===== src/rtl/sck_pkg.sv =====
package sck_pkg;
  localparam int PRE_RATIO_A = 2;
  localparam int PRE_RATIO_B = 4;
  localparam int PRE_RATIO_C = 7;
  localparam int PRE_RATIO_D = 10;

  function automatic int pre_ratio(input logic [1:0] code);
    case (code)
      2'd0:    return PRE_RATIO_A;
      2'd1:    return PRE_RATIO_B;
      2'd2:    return PRE_RATIO_C;
      default: return PRE_RATIO_D;
    endcase
  endfunction

  // power-of-two second stage; the spare code saturates at the largest ratio
  function automatic int post_ratio(input logic [1:0] code);
    int sh;
    sh = (code == 2'd3) ? 3 : int'(code) + 1;
    return 1 << sh;
  endfunction
endpackage


===== src/rtl/sck_stage1.sv =====
module sck_stage1 #(
  parameter int CNT_W = 4
) (
  input  logic       clk,
  input  logic       rst_n,
  input  logic       run,
  input  logic       restart,
  input  logic [1:0] sel,
  output logic       tick,
  output logic       f_int
);
  import sck_pkg::*;

  logic [CNT_W-1:0] cnt;
  logic [CNT_W-1:0] ratio;
  logic [CNT_W-1:0] half;
  logic             wrap;

  assign ratio = CNT_W'(pre_ratio(sel));
  assign half  = ratio >> 1;
  assign wrap  = (cnt >= ratio - 1'b1);

  always_ff @(posedge clk or negedge rst_n) begin
    if (!rst_n)                cnt <= '0;
    else if (!run || restart)  cnt <= '0;
    else if (wrap)             cnt <= '0;
    else                       cnt <= cnt + 1'b1;
  end

  assign tick  = run && !restart && wrap;
  assign f_int = run && !restart && (cnt < half);

  // high-time monitor for the stage clock
  logic [CNT_W-1:0] hi_len;
  always_ff @(posedge clk or negedge rst_n) begin
    if (!rst_n)               hi_len <= '0;
    else if (!run || restart) hi_len <= '0;
    else if (f_int)           hi_len <= hi_len + 1'b1;
    else                      hi_len <= '0;
  end

  p_stage_duty_r2: assert property (@(posedge clk) disable iff (!rst_n)
    (run && !restart && $past(run) && !$past(restart) && $stable(sel) && $fell(f_int))
      |-> (hi_len == half))
    else $error("stage-one high time differs from half the ratio");

  p_tick_in_low_r2: assert property (@(posedge clk) disable iff (!rst_n)
    tick |-> !f_int)
    else $error("stage-one tick while stage clock high");
endmodule


===== src/rtl/sck_stage2.sv =====
module sck_stage2 #(
  parameter int CNT_W = 3
) (
  input  logic       clk,
  input  logic       rst_n,
  input  logic       run,
  input  logic       restart,
  input  logic [1:0] code,
  input  logic       tick,
  output logic       phase,
  output logic       lead_q,
  output logic       trail_q
);
  import sck_pkg::*;

  localparam int RW = CNT_W + 1;

  logic [CNT_W-1:0] cnt;
  logic [RW-1:0]    ratio;
  logic [RW-1:0]    half;
  logic             lead_evt;
  logic             trail_evt;

  assign ratio     = RW'(post_ratio(code));
  assign half      = ratio >> 1;
  assign lead_evt  = run && !restart && tick && (RW'(cnt) == half - 1'b1);
  assign trail_evt = run && !restart && tick && (RW'(cnt) >= ratio - 1'b1);

  always_ff @(posedge clk or negedge rst_n) begin
    if (!rst_n) begin
      cnt <= '0; phase <= 1'b0; lead_q <= 1'b0; trail_q <= 1'b0;
    end else if (!run || restart) begin
      cnt <= '0; phase <= 1'b0; lead_q <= 1'b0; trail_q <= 1'b0;
    end else begin
      lead_q  <= lead_evt;
      trail_q <= trail_evt;
      if (tick) begin
        cnt <= trail_evt ? '0 : cnt + 1'b1;
        if (lead_evt)       phase <= 1'b1;
        else if (trail_evt) phase <= 1'b0;
      end
    end
  end

  p_lead_rose_r6: assert property (@(posedge clk) disable iff (!rst_n)
    lead_q |-> $rose(phase))
    else $error("lead strobe without phase rise");

  p_trail_fell_r6: assert property (@(posedge clk) disable iff (!rst_n)
    trail_q |-> $fell(phase))
    else $error("trail strobe without phase fall");

  p_one_strobe_r6: assert property (@(posedge clk) disable iff (!rst_n)
    $onehot0({lead_q, trail_q}))
    else $error("both phase strobes at once");
endmodule


===== src/rtl/sck_edge_out.sv =====
module sck_edge_out (
  input  logic clk,
  input  logic rst_n,
  input  logic phase,
  input  logic lead_q,
  input  logic trail_q,
  input  logic idle_high,
  output logic sclk,
  output logic rise_stb,
  output logic fall_stb
);
  assign sclk     = phase ^ idle_high;
  assign rise_stb = idle_high ? trail_q : lead_q;
  assign fall_stb = idle_high ? lead_q  : trail_q;

  p_rise_pin_r6: assert property (@(posedge clk) disable iff (!rst_n)
    (rise_stb && $stable(idle_high)) |-> (sclk && !$past(sclk)))
    else $error("rise strobe without rising pin");

  p_fall_pin_r6: assert property (@(posedge clk) disable iff (!rst_n)
    (fall_stb && $stable(idle_high)) |-> (!sclk && $past(sclk)))
    else $error("fall strobe without falling pin");
endmodule


===== src/rtl/sck_prescaler.sv =====
module sck_prescaler #(
  parameter int PRE_CNT_W  = 4,
  parameter int POST_CNT_W = 3
) (
  input  logic       clk,
  input  logic       rst_n,
  input  logic       pre_en,
  input  logic [1:0] pre_sel,
  input  logic [1:0] div_sel,
  input  logic       idle_high,
  input  logic       busy,
  input  logic       start,
  output logic       sclk,
  output logic       rise_stb,
  output logic       fall_stb
);
  logic run;
  logic tick1;
  logic f_int;
  logic phase;
  logic lead_q;
  logic trail_q;

  assign run = pre_en && busy;

  sck_stage1 #(.CNT_W(PRE_CNT_W)) u_stage1 (
    .clk(clk), .rst_n(rst_n), .run(run), .restart(start),
    .sel(pre_sel), .tick(tick1), .f_int(f_int)
  );

  sck_stage2 #(.CNT_W(POST_CNT_W)) u_stage2 (
    .clk(clk), .rst_n(rst_n), .run(run), .restart(start),
    .code(div_sel), .tick(tick1), .phase(phase),
    .lead_q(lead_q), .trail_q(trail_q)
  );

  sck_edge_out u_edge (
    .clk(clk), .rst_n(rst_n), .phase(phase), .lead_q(lead_q),
    .trail_q(trail_q), .idle_high(idle_high),
    .sclk(sclk), .rise_stb(rise_stb), .fall_stb(fall_stb)
  );

  p_off_idle_r7: assert property (@(posedge clk) disable iff (!rst_n)
    !$past(pre_en) |-> (sclk == idle_high) && !rise_stb && !fall_stb)
    else $error("activity while prescaler disabled");

  p_busy_idle_r8: assert property (@(posedge clk) disable iff (!rst_n)
    !$past(busy) |-> (sclk == idle_high) && !rise_stb && !fall_stb)
    else $error("activity while controller idle");

  p_start_idle_r9: assert property (@(posedge clk) disable iff (!rst_n)
    $past(start) |-> (sclk == idle_high) && !rise_stb && !fall_stb)
    else $error("pin not idle after start");
endmodule


===== config.mk =====
export PLATFORM = sky130hd
export DESIGN_NAME = sck_prescaler
export DESIGN_NICKNAME = d
export VERILOG_FILES = /design/src/rtl/sck_pkg.sv /design/src/rtl/sck_stage1.sv /design/src/rtl/sck_stage2.sv /design/src/rtl/sck_edge_out.sv /design/src/rtl/sck_prescaler.sv
export SDC_FILE = /design/constraint.sdc
export NUM_CORES = 1
export LEC_CHECK = 0
export BUFFER_PORTS_ARGS = -buffer_cell sky130_fd_sc_hd__buf_4
export CAP_MARGIN = 20
export CORE_MARGIN = 2
export CORE_UTILIZATION = 30
export CTS_BUF_LIST = sky130_fd_sc_hd__clkbuf_2
export DETAILED_ROUTE_END_ITERATION = 8
export PLACE_DENSITY_LB_ADDON = 0.12
export SLEW_MARGIN = 20
export SYNTH_ARGS = -nofsm -noshare
export SYNTH_HDL_FRONTEND = slang
export SYNTH_SLANG_ARGS = --single-unit
export TNS_END_PERCENT = 30

===== constraint.sdc =====
create_clock -name clk -period 2.8 [get_ports clk]
set_input_delay 0.42 -clock clk [delete_from_list [all_inputs] [get_ports clk]]
set_output_delay 0.42 -clock clk [all_outputs]
set_load 0.02 [all_outputs]

==> results.sh, run 1 <==
export IMPL_status="completed"
export IMPL_drive_above_1_share=0.2234
export IMPL_coreArea_sq_um=2255
export IMPL_cpLargestDelayFamily="compound AO/OA/AOI/OAI gates"
export IMPL_cts_root_buf="clkbuf_2"
export IMPL_yosys_warnings=0
export IMPL_cp_required_ns=2.99
export IMPL_drv_slew=0
export IMPL_crit_type="input port to register"
export IMPL_antenna_found_initial=0
export IMPL_grt_util_all_layers=0.1156
export IMPL_portBuffers=12
export IMPL_cts_sinks=10
export IMPL_syn_area_sq_um=734.5
export IMPL_syn_instance_count=77
export IMPL_clk_pin_slew_worst_paths_ns=0.11
export IMPL_dp_hpwl_microns=1035
export IMPL_hold_class="register to register"
export IMPL_synthArstFlopShare=1.000
export IMPL_fin_worst_hold_slack_ns=0.4979
export IMPL_fmax_mhz=482.2
export IMPL_synth_seq_cells=10
export IMPL_setup_viol=0
export IMPL_grt_pass1_wl_microns=2366
export IMPL_numCtsBuffers=3
export IMPL_ys_seq_area_frac=0.3407
export IMPL_syn_num_nets=100
export IMPL_post_cts_buffers=0
export IMPL_route_detailed_drc=0
export IMPL_via_per_inst=4.566
export IMPL_synthFlopType="dfrtp_1"
export IMPL_worst_r2r_setup_slack_ns=0.82
export IMPL_grt_pass1_vias=555
export IMPL_die_h_microns=53.48
export IMPL_clk_latency_ns=0.25
export IMPL_cts_tree="done"
export IMPL_io_pins=13
export IMPL_finClkSkew_ns=0.01466
export IMPL_p_per_area_nw_per_um2=314.9
export IMPL_cp_cell_sequence="buf_4 -> inv_1 -> ha_1 -> ha_1 -> o21ai_0 -> a211o_4 -> or4_4 -> a21oi_1"
export IMPL_critPathSlowestCell="or4_4"
export IMPL_rsz0062_at_grt="false"
export IMPL_syn2layout_area_growth_pct=20.95
export IMPL_die_w_microns=53.48
export IMPL_setup_worst_path_end_class="register"
export IMPL_period_needed_ns=2.074
export IMPL_htree_num_levels=1
export IMPL_critPathBufInv=2
export IMPL_nNetsFinal=118
export IMPL_diodes=0
export IMPL_num_vias=557
export IMPL_cp_slowest_stage_delay_ns=0.54
export IMPL_row_count=17
export IMPL_fin_tns_setup_ns=0
export IMPL_total_power_uw=279.8
export IMPL_syn_avg_cell_area_sq_um=9.538
export IMPL_cp_max_fo=9
export IMPL_drt_iter0_markers=8
export IMPL_gr_total_overflow=0
export IMPL_vdd_drop_max_mv=0.1915
export IMPL_cpMostUsedCell="ha_1"
export IMPL_wl_per_cell_microns=10.54
export IMPL_post_route_period_util=0.7406
export IMPL_grt_max_degree=11
export IMPL_antenna_left=0
export IMPL_synth_distinct_cells=25
export IMPL_drt_wl_total_microns=1286
export IMPL_hold_violations=0
export IMPL_clock_tree_buffer_depth=2
export IMPL_power_leakage_nw=0.4647
export IMPL_dr_pass1_iters=4
export IMPL_initial_core_util=0.3257
export IMPL_crit_arrival_ns=2.26
export IMPL_maxCapViolCount=0
export IMPL_die_area_sq_um=2860
export IMPL_startpoint_type="input port"
export IMPL_synth_edff_count=0
export IMPL_globalplace_congestion=0.7147
==> Yosys cell counts, types with 2 or more instances <==
cell type | instances | area share
xor2_1 | 3 | 0.036
o21ai_0 | 3 | 0.020
xnor2_1 | 3 | 0.036
mux2_2 | 2 | 0.031
inv_1 | 10 | 0.051
nand3_1 | 3 | 0.020
ha_1 | 13 | 0.22
nor2_1 | 8 | 0.041
nor3_1 | 3 | 0.020
nand2_1 | 4 | 0.020
dfrtp_1 | 10 | 0.34
a21oi_1 | 2 | 0.014
==> sequential cells by signal (all words and copies together) (netlist names) <==
| signal | cells |
|---|---|
| u_stage1.cnt | 4 |
| u_stage2.lead_q | 1 |
| u_stage2.trail_q | 1 |
| u_stage2.phase | 1 |
| u_stage2.cnt | 3 |
==> area by class of cell <==
| cell class | instances | area, sq um |
|---|---|---|
| fillers | 239 | 1366 |
| clock inverters | 1 | 3.754 |
| clock buffers | 3 | 15.01 |
| repair buffers | 13 | 100.1 |
| flip-flops and latches | 10 | 250.2 |
| multi-input cells | 57 | 446.7 |
| well taps | 28 | 35.03 |
| inverters | 10 | 37.54 |
==> per-stage QoR <==
step / worst slack, ns / instances / area (sq um) / utilization
floorplan: 0.6529 / 77 / 734.5 / -
global placement: 0.5296 / 117 / 859.6 / 0.3812
detailed placement: 0.4774 / 117 / 859.6 / 0.3812
CTS: 0.7498 / 122 / 888.4 / 0.3940
global route: 0.7033 / 122 / 888.4 / 0.3940
finish: 0.7262 / 122 / 888.4 / 0.3940
==> layout by cell type, fill, tap and decap left out, types with 4 or more instances in the layout <==
cell     count
ha_1        13
buf_4       12
inv_1       10
dfrtp_1     10
nor2_1       8
nand2_1      4
==> routing by layer <==
layer	track usage	share of wire
met1	0.1431	0.50
met3	0.04237	0.051
met5	0	0
met4	0.03846	0.0093
met2	0.1831	0.44
==> where the power goes <==
part	internal (mW)	switching [mW]
combinational	0.0254	0.0271
sequential	0.146	0.00135
clock	0.0310	0.0494
total	0.202	0.0778
==> repair_timing <==
action,in CTS,in global routing
gates resized for setup,0,0
hold buffers,1,0
hold endpoints to repair,10,0
==> path summary, 6_finish.rpt <==
| path | startpoint | to | cells past startpoint |
|---|---|---|---|
| setup / recovery | pre_sel[0] | u_stage2.phase$_DFFE_PN0P_ | 8 |
| min in group asynchronous | rst_n | u_stage1.cnt[0]$_DFF_PN0_ | 2 |
| hold / removal | u_stage1.cnt[0]$_DFF_PN0_ | u_stage1.cnt[0]$_DFF_PN0_ | 1 |
| hold reg to reg | u_stage1.cnt[0]$_DFF_PN0_ | u_stage1.cnt[0]$_DFF_PN0_ | 1 |
| setup reg to reg | u_stage1.cnt[0]$_DFF_PN0_ | u_stage2.phase$_DFFE_PN0P_ | 6 |
| max in group asynchronous | rst_n | u_stage1.cnt[1]$_DFF_PN0_ | 2 |
==> cell families (layout without fill, tap and decap cells) <==
family / after synthesis / count (layout) / synth area share
multiplexers: 2 / 2 / 0.03066
adder cells (fa/ha/maj): 13 / 13 / 0.2215
AO/OA/AOI/OAI: 11 / 11 / 0.1142
other: 1 / 1 / 0.005106
flip-flops: 10 / 10 / 0.3407
AND/OR/NAND/NOR: 24 / 24 / 0.1653
XOR/XNOR: 6 / 6 / 0.07156
buffers and inverters: 10 / 27 / 0.05111
Note: power is estimated with default switching activity, not from simulation.
==> inputs of run 2 (changes only) <==
==> constraint.sdc (replaced) <==
create_clock -name clk -period 2 [get_ports clk]
set_input_delay 0.3 -clock clk [delete_from_list [all_inputs] [get_ports clk]]
set_output_delay 0.3 -clock clk [all_outputs]
set_load 0.02 [all_outputs]
==> results.sh, run 2 (synthesized netlist as in run 1, its figures left out) <==
export IMPL_grt_pass1_wl_microns=2214
export IMPL_regMostFlops="u_stage1.cnt"
export IMPL_drive_above_1_share=0.2680
export IMPL_grt_util_all_layers=0.1126
export IMPL_maxCapViolCount=0
export IMPL_status="completed"
export IMPL_post_cts_buffers=0
export IMPL_initial_core_util=0.3257
export IMPL_hold_violations=0
export IMPL_portBuffers=12
export IMPL_clk_latency_ns=0.24
export IMPL_largest_reg_flops=4
export IMPL_fin_tns_setup_ns=0
export IMPL_crit_type="input port to register"
export IMPL_largest_registers="u_stage1.cnt x4, u_stage2.cnt x3"
export IMPL_drv_slew=0
export IMPL_p_per_area_nw_per_um2=429.6
export IMPL_route_detailed_drc=0
export IMPL_dp_cells=121
export IMPL_antenna_left=0
export IMPL_drt_wl_total_microns=1340
export IMPL_power_leakage_nw=0.4824
export IMPL_drt_iter0_markers=2
export IMPL_hold_class="input port to async pin"
export IMPL_nNetsFinal=122
export IMPL_hold_buffers=1
export IMPL_die_area_sq_um=2860
export IMPL_finClkSkew_ns=0.003705
export IMPL_diodes=0
export IMPL_final_cell_mix="16 x buf_4, 13 x ha_1, 10 x inv_1, 10 x dfrtp_1, 8 x nor2_1"
export IMPL_setup_viol=0
export IMPL_setup_worst_path_end_class="register"
export IMPL_cts_root_buf="clkbuf_2"
export IMPL_rsz0062_at_grt="false"
export IMPL_final_cells=125
export IMPL_crit_arrival_ns=1.97
export IMPL_rr_worst_depth=6
export IMPL_grt_pass1_vias=494
export IMPL_coreArea_sq_um=2255
export IMPL_num_vias=562
export IMPL_clock_tree_buffer_depth=2
export IMPL_numCtsBuffers=3
export IMPL_vdd_drop_max_mv=0.1894
export IMPL_cp_required_ns=2.18
export IMPL_crit_reg2reg_launch="u_stage1.cnt[0]$_DFF_PN0_"
export IMPL_utilization=0.4073
export IMPL_die_h_microns=53.48
export IMPL_cts_tree="done"
export IMPL_die_w_microns=53.48
export IMPL_wl_per_cell_microns=10.72
export IMPL_globalplace_congestion=0.7087
export IMPL_fin_worst_hold_slack_ns=0.4161
export IMPL_startpoint_type="input port"
export IMPL_period_needed_ns=1.797
export IMPL_dp_hpwl_microns=1132
export IMPL_mostFrequentLayoutCell="buf_4"
export IMPL_post_route_period_util=0.8985
export IMPL_grt_max_degree=11
export IMPL_clk_pin_slew_worst_paths_ns=0.10
export IMPL_gr_total_overflow=0
export IMPL_io_pins=13
export IMPL_fmax_mhz=556.5
export IMPL_antenna_found_initial=0
export IMPL_htree_num_levels=1
export IMPL_fillers=250
export IMPL_cts_repair_resized=0
export IMPL_dr_pass1_iters=3
export IMPL_timing_critical_path_from="pre_sel[0]"
export IMPL_pre_cts_ws_ns=-0.06054
export IMPL_cp_max_fo=4
export IMPL_row_count=17
export IMPL_syn2layout_area_growth_pct=25.04
export IMPL_cts_sinks=10
export IMPL_setup_ws_ns=0.2029
export IMPL_via_per_inst=4.496
==> run 2: cell types whose count changed in the layout (fill, tap and decap cells not counted) <==
cell,previous run,this run
buf_4,12,16
a21oi_1,2,1
a21oi_2,0,1
clkinv_1,1,0
==> run 2: cell type report <==
cell class                 instances  area [sq um]  share of cell area
timing repair buffer              17         130.1              0.1417
sequential                        10         250.2              0.2725
multi-input combinational         57         450.4              0.4905
inverter                          10         37.54             0.04087
tap                               28         35.03             0.03815
clock buffer                       3         15.01             0.01635
==> run 2: path summary, 6_finish.rpt <==
check | to | slack (ns)
worst min-delay path | u_stage2.cnt[1]$_DFFE_PN0P_ | 0.42
worst min register to register | u_stage1.cnt[0]$_DFF_PN0_ | 0.49
worst max-delay path | u_stage2.phase$_DFFE_PN0P_ | 0.20
worst max register to register | u_stage2.phase$_DFFE_PN0P_ | 0.21
min in group clk | u_stage2.cnt[1]$_DFFE_PN0P_ | 0.42
max in group asynchronous | u_stage1.cnt[2]$_DFF_PN0_ | 1.44
==> run 2: layer usage <==
layer | up-vias | routed length, microns | track usage
met5 | - | 0 | 0
met2 | 10 | 614 | 0.1872
met4 | 0 | 16 | 0.05128
met3 | 2 | 63 | 0.02542
li1 | 302 | - | -
met1 | 248 | 646 | 0.1362
==> run 2: power breakdown <==
part | total [mW] | switching (mW) | internal (mW)
logic | 0.0824 | 0.0408 | 0.0416
registers | 0.205 | 0.00138 | 0.204
clock network | 0.107 | 0.0661 | 0.0410
total | 0.395 | 0.108 | 0.286
==> run 2: critical path, cell delays in order <==
cell and delay, ns:
buf_4 0.09, inv_1 0.03, ha_1 0.28, ha_1 0.27, o21ai_0 0.09, a211o_4 0.36, or4_4 0.43, a21oi_2 0.12
==> run 2: stage by stage <==
stage	area (sq um)	total power, mW
floorplan	738.2	0.2520
global placement	893.4	0.2888
detailed placement	893.4	0.2911
CTS	918.4	0.4038
global route	918.4	0.4216
finish	918.4	0.3945
==> inputs of run 3 (changes only) <==
--- a/config.mk
+++ b/config.mk
@@ -5,7 +5,7 @@
 export SDC_FILE = /design/constraint.sdc
 export NUM_CORES = 1
 export LEC_CHECK = 0
-export BUFFER_PORTS_ARGS = -buffer_cell sky130_fd_sc_hd__buf_4
+export BUFFER_PORTS_ARGS = -buffer_cell sky130_fd_sc_hd__buf_2
 export CAP_MARGIN = 20
 export CORE_MARGIN = 2
 export CORE_UTILIZATION = 30
==> results.sh, run 3 (synthesized netlist as in run 1, its figures left out) <==
export IMPL_total_power_uw=401.9
export IMPL_portBuffers=12
export IMPL_htree_num_levels=1
export IMPL_hold_violations=0
export IMPL_hold_class="input port to async pin"
export IMPL_setup_ws_ns=0.2066
export IMPL_critPathBufInv=1
export IMPL_startpoint_type="register"
export IMPL_setup_worst_path_end_class="register"
export IMPL_wl_per_cell_microns=10.57
export IMPL_drt_iter0_markers=7
export IMPL_syn2layout_area_growth_pct=22.49
export IMPL_die_w_microns=53.48
export IMPL_grt_pass1_vias=563
export IMPL_setup_viol=0
export IMPL_reg2reg_to="u_stage2.phase$_DFFE_PN0P_"
export IMPL_route_detailed_drc=0
export IMPL_pre_cts_ws_ns=-0.07506
export IMPL_cp_cell_sequence="inv_1 -> ha_1 -> o21ai_0 -> a211o_4 -> or4_4 -> a21oi_2"
export IMPL_dp_cells=122
export IMPL_p_per_area_nw_per_um2=446.7
export IMPL_die_area_sq_um=2860
export IMPL_power_leakage_nw=0.4804
export IMPL_utilization=0.3990
export IMPL_cts_root_buf="clkbuf_2"
export IMPL_fin_worst_hold_slack_ns=0.4133
export IMPL_cp_required_ns=2.20
export IMPL_fin_tns_setup_ns=0
export IMPL_drv_slew=0
export IMPL_maxCapViolCount=0
export IMPL_largest_reg_flops=4
export IMPL_status="completed"
export IMPL_finClkSkew_ns=0.007235
export IMPL_numCtsBuffers=3
export IMPL_fin_area_sq_um=899.6
export IMPL_initial_core_util=0.3257
export IMPL_grt_util_all_layers=0.1171
export IMPL_grt_max_degree=11
export IMPL_gr_total_overflow=0
export IMPL_clk_latency_ns=0.26
export IMPL_dp_hpwl_microns=1070
export IMPL_drt_wl_total_microns=1342
export IMPL_globalplace_congestion=0.6946
export IMPL_regMostFlops="u_stage1.cnt"
export IMPL_io_pins=13
export IMPL_crit_reg2reg_launch="u_stage1.cnt[0]$_DFF_PN0_"
export IMPL_clock_tree_buffer_depth=2
export IMPL_antenna_left=0
export IMPL_cp_max_fo=4
export IMPL_final_cell_mix="13 x ha_1, 12 x buf_2, 10 x inv_1, 10 x dfrtp_1, 8 x nor2_1"
export IMPL_crit_arrival_ns=2.00
export IMPL_cts_sinks=10
export IMPL_cp_slowest_stage_delay_ns=0.43
export IMPL_cpLargestDelayFamily="compound AO/OA/AOI/OAI gates"
export IMPL_diodes=0
export IMPL_antenna_found_initial=0
export IMPL_rsz0062_at_grt="false"
export IMPL_cts_tree="done"
export IMPL_via_per_inst=4.614
export IMPL_crit_type="register to register"
export IMPL_dr_pass1_iters=4
export IMPL_drive_above_1_share=0.2727
export IMPL_mostFrequentLayoutCell="ha_1"
export IMPL_row_count=17
export IMPL_worst_r2r_setup_slack_ns=0.21
export IMPL_clk_pin_slew_worst_paths_ns=0.11
export IMPL_final_cells=127
export IMPL_nNetsFinal=123
export IMPL_placed_cell_area_sq_um=870.8
export IMPL_num_vias=586
export IMPL_post_route_period_util=0.8967
export IMPL_die_h_microns=53.48
export IMPL_coreArea_sq_um=2255
export IMPL_largest_registers="u_stage1.cnt x4, u_stage2.cnt x3"
export IMPL_grt_pass1_wl_microns=2325
export IMPL_fmax_mhz=557.6
export IMPL_period_needed_ns=1.793
export IMPL_rr_worst_depth=6
export IMPL_cts_repair_resized=0
export IMPL_critPathSlowestCell="or4_4"
export IMPL_vdd_drop_max_mv=0.1946
run 3: layer usage:
metal / up-vias / part of all wire / track usage
li1: 307 / - / -
met1: 261 / 0.47 / 0.1321
met2: 16 / 0.46 / 0.1955
met3: 2 / 0.060 / 0.05085
met4: 0 / 0.0089 / 0.03846
met5: - / 0 / 0
run 3: worst register-to-register path: cells and delay by family (launching register included):
| kind | cells | cell delay [ns] |
|---|---|---|
| AND/OR/NAND/NOR | 1 | 0.43 |
| flip-flops | 1 | 0.40 |
| adder cells (fa/ha/maj) | 1 | 0.27 |
| AO/OA/AOI/OAI | 3 | 0.58 |
| buffers and inverters | 1 | 0.06 |
run 3: report_power, final:
part	switching (mW)	total [mW]	internal, mW
Sequential	0.00143	0.205	0.204
Combinational	0.0398	0.0772	0.0373
Clock	0.0761	0.120	0.0434
Total	0.117	0.402	0.284
run 3: final cells by class:
cell class                      count  area (sq um)
Fill cell                         246          1355
Multi-Input combinational cell     57         450.4
Sequential cell                    10         250.2
Timing Repair Buffer               18         107.6
Inverter                           10         37.54
Tap cell                           28         35.03
Clock buffer                        3         15.01
Clock inverter                      1         3.754
run 3: how the worst max path moves through the flow:
stage / end / slack (ns) / cells after the start / start
6_report: u_stage2.phase$_DFFE_PN0P_ / 0.21 / 6 / u_stage1.cnt[0]$_DFF_PN0_
4_1_cts: u_stage2.phase$_DFFE_PN0P_ / 0.17 / 6 / u_stage1.cnt[0]$_DFF_PN0_
3_3_place_gp: u_stage2.phase$_DFFE_PN0P_ / -0.02 / 8 / pre_sel[0]
3_5_place_dp: u_stage2.phase$_DFFE_PN0P_ / -0.08 / 8 / pre_sel[0]
5_1_grt: u_stage2.phase$_DFFE_PN0P_ / 0.09 / 6 / u_stage1.cnt[0]$_DFF_PN0_
2_1_floorplan: u_stage2.phase$_DFFE_PN0P_ / 0.07 / 7 / pre_sel[0]
run 3: what timing repair did:
item                                   4_1_cts  5_1_grt
setup buffers                                0        0
endpoints found under the hold margin       10        0
hold buffers                                 1        0
